--- src/rtl/mmu_cls_pkg.sv ---
package mmu_cls_pkg;

  localparam logic [2:0] ACC_FETCH   = 3'd0;
  localparam logic [2:0] ACC_LOAD    = 3'd1;
  localparam logic [2:0] ACC_STORE   = 3'd2;
  localparam logic [2:0] ACC_IINV    = 3'd3;
  localparam logic [2:0] ACC_AINV    = 3'd4;
  localparam logic [2:0] ACC_IWB     = 3'd5;
  localparam logic [2:0] ACC_AWB     = 3'd6;

  localparam logic [2:0] FC_NONE     = 3'd0;
  localparam logic [2:0] FC_MISS_I   = 3'd1;
  localparam logic [2:0] FC_MISS_D   = 3'd2;
  localparam logic [2:0] FC_NEST_I   = 3'd3;
  localparam logic [2:0] FC_NEST_D   = 3'd4;
  localparam logic [2:0] FC_DENY_X   = 3'd5;
  localparam logic [2:0] FC_DENY_R   = 3'd6;
  localparam logic [2:0] FC_DENY_W   = 3'd7;

  // kinds that consult the translation table
  function automatic logic kind_translates(input logic [2:0] k);
    return (k == ACC_FETCH) || (k == ACC_LOAD) || (k == ACC_STORE) ||
           (k == ACC_AINV)  || (k == ACC_AWB);
  endfunction

  // kinds whose rights are checked on a hit
  function automatic logic kind_checks_rights(input logic [2:0] k);
    return (k == ACC_FETCH) || (k == ACC_LOAD) || (k == ACC_STORE);
  endfunction

  function automatic logic rights_allow(input logic [2:0] k, input logic r,
                                        input logic w, input logic x);
    case (k)
      ACC_FETCH: return x;
      ACC_LOAD:  return r;
      ACC_STORE: return w;
      default:   return 1'b1;
    endcase
  endfunction

  function automatic logic [2:0] miss_code(input logic data_side, input logic nested);
    if (nested) return data_side ? FC_NEST_D : FC_NEST_I;
    return data_side ? FC_MISS_D : FC_MISS_I;
  endfunction

  function automatic logic [2:0] deny_code(input logic [2:0] k);
    case (k)
      ACC_FETCH: return FC_DENY_X;
      ACC_LOAD:  return FC_DENY_R;
      default:   return FC_DENY_W;
    endcase
  endfunction

endpackage

--- src/rtl/tlb_entry_store.sv ---
module tlb_entry_store #(
  parameter int ENTRIES = 8,
  parameter int VPN_W   = 20,
  parameter int PID_W   = 8,
  parameter int PFN_W   = 20,
  localparam int IDX_W  = $clog2(ENTRIES)
) (
  input  logic             clk,
  input  logic             rst_n,
  input  logic             wr_en,
  input  logic [IDX_W-1:0] wr_idx,
  input  logic             wr_valid,
  input  logic [VPN_W-1:0] wr_vpage,
  input  logic [PID_W-1:0] wr_tag,
  input  logic             wr_global,
  input  logic [PFN_W-1:0] wr_frame,
  input  logic             wr_rd,
  input  logic             wr_wr,
  input  logic             wr_ex,
  output logic             e_valid  [ENTRIES],
  output logic [VPN_W-1:0] e_vpage  [ENTRIES],
  output logic [PID_W-1:0] e_tag    [ENTRIES],
  output logic             e_global [ENTRIES],
  output logic [PFN_W-1:0] e_frame  [ENTRIES],
  output logic [2:0]       e_rights [ENTRIES]
);

  for (genvar g = 0; g < ENTRIES; g++) begin : g_ent
    logic sel;
    assign sel = wr_en && (wr_idx == IDX_W'(g));

    always_ff @(posedge clk or negedge rst_n) begin
      if (!rst_n)   e_valid[g] <= 1'b0;
      else if (sel) e_valid[g] <= wr_valid;
    end

    always_ff @(posedge clk) begin
      if (sel) begin
        e_vpage[g]  <= wr_vpage;
        e_tag[g]    <= wr_tag;
        e_global[g] <= wr_global;
        e_frame[g]  <= wr_frame;
        e_rights[g] <= {wr_rd, wr_wr, wr_ex};
      end
    end
  end

endmodule

--- src/rtl/tlb_match.sv ---
module tlb_match #(
  parameter int ENTRIES = 8,
  parameter int VPN_W   = 20,
  parameter int PID_W   = 8,
  parameter int PFN_W   = 20,
  localparam int IDX_W  = $clog2(ENTRIES)
) (
  input  logic             e_valid  [ENTRIES],
  input  logic [VPN_W-1:0] e_vpage  [ENTRIES],
  input  logic [PID_W-1:0] e_tag    [ENTRIES],
  input  logic             e_global [ENTRIES],
  input  logic [PFN_W-1:0] e_frame  [ENTRIES],
  input  logic [2:0]       e_rights [ENTRIES],
  input  logic [VPN_W-1:0] vpage,
  input  logic [PID_W-1:0] proc_tag,
  input  logic             pid_chk_en,
  output logic             any_hit,
  output logic [IDX_W-1:0] hit_idx,
  output logic [PFN_W-1:0] sel_frame,
  output logic [2:0]       sel_rights
);

  logic [ENTRIES-1:0] match_vec;

  for (genvar g = 0; g < ENTRIES; g++) begin : g_cmp
    assign match_vec[g] = e_valid[g] && (e_vpage[g] == vpage) &&
                          (e_global[g] || !pid_chk_en || (e_tag[g] == proc_tag));
  end

  // lowest index wins: scan downward so the last assignment is the lowest
  always_comb begin
    hit_idx = '0;
    for (int i = ENTRIES - 1; i >= 0; i--) begin
      if (match_vec[i]) hit_idx = IDX_W'(i);
    end
  end

  assign any_hit    = |match_vec;
  assign sel_frame  = e_frame[hit_idx];
  assign sel_rights = e_rights[hit_idx];

endmodule

--- src/rtl/fault_encode.sv ---
module fault_encode
  import mmu_cls_pkg::*;
(
  input  logic [2:0] acc_kind,
  input  logic       in_exc,
  input  logic       any_hit,
  input  logic [2:0] rights,     // {read, write, execute}
  output logic       translates,
  output logic       miss_evt,
  output logic       deny_evt,
  output logic [2:0] code,
  output logic       data_miss
);

  logic allowed;

  assign translates = kind_translates(acc_kind);
  assign allowed    = rights_allow(acc_kind, rights[2], rights[1], rights[0]);
  assign miss_evt   = translates && !any_hit;
  assign deny_evt   = translates && any_hit && kind_checks_rights(acc_kind) && !allowed;
  assign data_miss  = miss_evt && (acc_kind != ACC_FETCH);

  always_comb begin
    if (miss_evt)      code = miss_code(acc_kind != ACC_FETCH, in_exc);
    else if (deny_evt) code = deny_code(acc_kind);
    else               code = FC_NONE;
  end

endmodule

--- src/rtl/mmu_fault_classifier.sv ---
module mmu_fault_classifier #(
  parameter int ENTRIES = 8,
  parameter int VPN_W   = 20,
  parameter int PID_W   = 8,
  parameter int PFN_W   = 20,
  localparam int IDX_W  = $clog2(ENTRIES)
) (
  input  logic             clk,
  input  logic             rst_n,
  input  logic             req,
  input  logic [2:0]       acc_kind,
  input  logic [VPN_W-1:0] vpage,
  input  logic [PID_W-1:0] proc_tag,
  input  logic             pid_chk_en,
  input  logic             in_exc,
  input  logic             wr_en,
  input  logic [IDX_W-1:0] wr_idx,
  input  logic             wr_valid,
  input  logic [VPN_W-1:0] wr_vpage,
  input  logic [PID_W-1:0] wr_tag,
  input  logic             wr_global,
  input  logic [PFN_W-1:0] wr_frame,
  input  logic             wr_rd,
  input  logic             wr_wr,
  input  logic             wr_ex,
  output logic             hit,
  output logic [PFN_W-1:0] frame,
  output logic             fault,
  output logic [2:0]       fault_code,
  output logic             dside
);

  logic             e_valid  [ENTRIES];
  logic [VPN_W-1:0] e_vpage  [ENTRIES];
  logic [PID_W-1:0] e_tag    [ENTRIES];
  logic             e_global [ENTRIES];
  logic [PFN_W-1:0] e_frame  [ENTRIES];
  logic [2:0]       e_rights [ENTRIES];

  logic             any_hit;
  logic [IDX_W-1:0] hit_idx;
  logic [PFN_W-1:0] sel_frame;
  logic [2:0]       sel_rights;
  logic             translates, miss_evt, deny_evt, data_miss;
  logic [2:0]       code;
  logic             xl_hit;

  tlb_entry_store #(.ENTRIES(ENTRIES), .VPN_W(VPN_W), .PID_W(PID_W), .PFN_W(PFN_W)) u_store (
    .clk(clk), .rst_n(rst_n), .wr_en(wr_en), .wr_idx(wr_idx), .wr_valid(wr_valid),
    .wr_vpage(wr_vpage), .wr_tag(wr_tag), .wr_global(wr_global), .wr_frame(wr_frame),
    .wr_rd(wr_rd), .wr_wr(wr_wr), .wr_ex(wr_ex),
    .e_valid(e_valid), .e_vpage(e_vpage), .e_tag(e_tag), .e_global(e_global),
    .e_frame(e_frame), .e_rights(e_rights)
  );

  tlb_match #(.ENTRIES(ENTRIES), .VPN_W(VPN_W), .PID_W(PID_W), .PFN_W(PFN_W)) u_match (
    .e_valid(e_valid), .e_vpage(e_vpage), .e_tag(e_tag), .e_global(e_global),
    .e_frame(e_frame), .e_rights(e_rights), .vpage(vpage), .proc_tag(proc_tag),
    .pid_chk_en(pid_chk_en), .any_hit(any_hit), .hit_idx(hit_idx),
    .sel_frame(sel_frame), .sel_rights(sel_rights)
  );

  fault_encode u_enc (
    .acc_kind(acc_kind), .in_exc(in_exc), .any_hit(any_hit), .rights(sel_rights),
    .translates(translates), .miss_evt(miss_evt), .deny_evt(deny_evt),
    .code(code), .data_miss(data_miss)
  );

  assign xl_hit = translates && any_hit;

  always_ff @(posedge clk or negedge rst_n) begin
    if (!rst_n) begin
      hit        <= 1'b0;
      frame      <= '0;
      fault      <= 1'b0;
      fault_code <= 3'd0;
      dside      <= 1'b0;
    end else begin
      fault <= req && (code != 3'd0);
      if (req) begin
        hit        <= xl_hit;
        frame      <= xl_hit ? sel_frame : '0;
        fault_code <= code;
        dside      <= data_miss;
      end
    end
  end

endmodule

--- config.mk ---
export PLATFORM = sky130hd
export DESIGN_NAME = mmu_fault_classifier
export DESIGN_NICKNAME = d
export VERILOG_FILES = /design/src/rtl/mmu_cls_pkg.sv /design/src/rtl/tlb_entry_store.sv /design/src/rtl/tlb_match.sv /design/src/rtl/fault_encode.sv /design/src/rtl/mmu_fault_classifier.sv
export SDC_FILE = /design/constraint.sdc
export NUM_CORES = 1
export LEC_CHECK = 0
export BUFFER_PORTS_ARGS = -buffer_cell sky130_fd_sc_hd__buf_2
export CORE_ASPECT_RATIO = 1.4
export CORE_MARGIN = 4
export CORE_UTILIZATION = 60
export CTS_BUF_LIST = sky130_fd_sc_hd__clkbuf_8 sky130_fd_sc_hd__clkbuf_16
export DETAILED_ROUTE_END_ITERATION = 6
export PLACE_DENSITY = 0.9
export SLEW_MARGIN = 20
export SYNTH_ARGS = -nofsm -noshare
export SYNTH_HDL_FRONTEND = slang
export SYNTH_HIERARCHICAL = 1
export SYNTH_SLANG_ARGS = --single-unit
export TNS_END_PERCENT = 1
--- constraint.sdc ---
create_clock -name clk -period 3.7 [get_ports clk]
set_input_delay 0.37 -clock clk [delete_from_list [all_inputs] [get_ports clk]]
set_output_delay 0.37 -clock clk [all_outputs]
set_load 0.05 [all_outputs]
==> results.cfg <==
[worst_setup_path]
critPathArrivalTime_ns = 4.17
critPathMaxFanout = 5
critPathKind = flop to flop
crit_path_end_kind = flop
slowest_stage = o41a_1
cp_num_buf_inv = 0
crit_path_start_kind = flop
crit_required_ns = 4.11
cpPeakStageDelay_ns = 0.58
crit_family = compound AO/OA/AOI/OAI gates
cp_cell_sequence = xor2_1 -> nor4_1 -> nand4_1 -> o41a_1 -> nand3_1 -> o22ai_1 -> a211o_1 -> a211oi_4 -> nand2b_1 -> a211oi_2 -> a21oi_2 -> mux2_4

[synth]
netlist_area_mm2 = 0.0188
synth_warnings = 6
avgSynthCellArea_um2 = 16.0
syn_inst = 1170
synth_nets = 1264

[routing]
antenna_left = 0
via_per_inst = 6.19
drtPass1Iterations = 5
totalWireLength_mm = 45.1
num_vias = 11000
drt_iter0_markers = 1191
wl_per_cell_um = 25.3
drc = 0

[clock_network]
cts_max_level = 2
clk_path_buf_depth = 3
numCtsBuffers = 41
path_clk_slew_ns = 0.06
clock_latency_ns = 0.54
cts_tree = built
root_buffer = clkbuf_16
clkSinkCount = 450

[pwr]
p_int_mw = 8.63
p_leak_nw = 8.10
pwr-share-seq_pct = 53.4
combPwrFrac_pct = 5.8
vdd_drop_max_v = 0.000460
pwr-share-clk_pct = 40.8
powerDensity_mw_per_mm2 = 502
netSwitchingFraction_pct = 20.8
p_sw_mw = 2.27

[grt]
grt_max_degree = 48
grt.overflow.total = 0
grt_busiest_layer = met2
grt_pass1_vias = 11400
antenna_found_initial = 2
grtUsageMet2_pct = 46.7
grt_pass1_wl_mm = 67.7
grt_util_all_layers_pct = 26.3
use_met3_pct = 3.84
met1_usage_pct = 31.4

[status]
status = complete, but fails checks
violations = setup timing

[floorplanning]
rows = 76
start_util_pct = 60.9
design.core.area_mm2 = 0.0308
pin_count = 119
die_area_mm2 = 0.0342
dieWidth_um = 157
die_h_um = 217

[placement]
place_congestion = 0.931
io_buffers = 118
hpwl_mm = 29.7

[cells_and_area]
final_core_util_pct = 70.4
num-fill-cells = 1822
multi_input_area_mm2 = 0.00493
fin_nets = 1452
seq_area_mm2 = 0.0133
layout-drive-gt1-share_pct = 26.8
synthToLayoutAreaGrowth_pct = 15.6

[sta]
fmaxAchievable_ghz = 0.266
worst_pin_slew_ns = 1.14
skew_ns = 0.0226
finalWorstSetupSlack_ns = -0.0663
max_slew_margin_pct = 23.4
whs_ns = 0.101
hold_viol_final = 0
fin_crit_ns = 3.77
finalCritPeriodShare_pct = 102
slew_viol_final = 0
rsz0062_at_grt = true
setup_viol_count_final = 3

[min_path]
min_path_type = primary input to flop

[flow_run]
drv_cap = 0
[power groups by stage]
stage | Sequential [mW] | Clock, mW | Combinational (mW)
3_3_place_gp | 5.91 | 0 | 0.580
4_1_cts | 5.82 | 4.50 | 0.618
5_1_grt | 5.83 | 4.72 | 0.670
2_1_floorplan | 5.92 | 0 | 0.322
3_5_place_dp | 5.92 | 0 | 0.604
6_report | 5.82 | 4.45 | 0.631
[timing repair]
action                                 4_1_cts  5_1_grt
hold buffers                                 1        0
gates cloned                                 0        0
setup endpoints to repair                    4        4
resized for setup                            4       15
pin swaps                                    1       13
endpoints found under the hold margin       34        0
setup buffers                                0        4
[final cells by class]
type / count / area share (%)
Clock inverter: 32 / 1.60
Inverter: 55 / 0.963
Tap cell: 390 / 2.25
Antenna cell: 1 / 0.0115
Timing Repair Buffer: 204 / 6.00
Sequential cell: 450 / 61.5
Multi-Input combinational cell: 606 / 22.7
Clock buffer: 43 / 4.96
[path summary, 6_finish.rpt]
| path | startpoint | end | slack (ns) | cells past startpoint |
|---|---|---|---|---|
| hold / removal | wr_frame[11] | u_store/e_frame[51] | 0.10 | 1 |
| max in group asynchronous | rst_n | u_store/e_valid[7] | 2.74 | 2 |
| hold reg to reg | hit | hit | 0.51 | 2 |
| setup reg to reg | u_store/e_vpage[138] | fault_code[2] | -0.07 | 12 |
| min in group asynchronous | rst_n | frame[13] | 0.45 | 2 |
| setup / recovery | u_store/e_vpage[138] | fault_code[2] | -0.07 | 12 |
[registers in the layout, summed over array words and instances (netlist names)]
register / flops
dside: 1
fault: 1
fault_code: 3
frame: 20
hit: 1
u_store/e_frame: 160
u_store/e_global: 8
u_store/e_rights: 24
u_store/e_tag: 64
u_store/e_valid: 8
u_store/e_vpage: 160
[placed cells by master, fill, tap and decap left out, types with 4 or more instances in the layout]
master	instances
nor3_1	11
xor2_1	204
nor4_2	9
nor2_1	25
buf_4	80
mux2i_1	23
nand2b_1	5
nand4_1	13
clkbuf_16	43
mux2_4	4
a311o_1	4
bufinv_16	8
nor2b_1	4
o22ai_1	23
dfrtp_1	34
a21oi_1	27
clkinv_2	6
a211o_1	23
clkinv_1	9
nand2_1	47
o22ai_2	20
buf_12	5
a211oi_2	42
nand2_2	8
edfxtp_1	416
nor4_1	39
inv_2	4
buf_2	118
xnor2_1	20
mux2_2	5
inv_1	57
a211oi_1	4
nand3_1	8
[per-stage QoR]
| step | total power [mW] | setup slack (ns) | instance area [um2] | setup TNS, ns | std cells |
|---|---|---|---|---|---|
| finish | 10.9 | -0.0663 | 21700 | -0.120 | 1781 |
| global placement | 6.49 | -0.108 | 20100 | -0.238 | 1700 |
| floorplan | 6.25 | 0.248 | 18800 | 0 | 1170 |
| global route | 11.2 | -0.0723 | 21700 | -0.165 | 1781 |
| detailed placement | 6.52 | -0.301 | 20100 | -1.01 | 1700 |
| CTS | 10.9 | 0.000375 | 21600 | 0 | 1776 |
[per-layer routing]
layer / vias up / routed length [um]
met5: - / 7
met4: 2 / 2310
met3: 166 / 3520
met2: 652 / 24000
met1: 5462 / 15200
li1: 4735 / -
(Power assumes the default switching activity.)
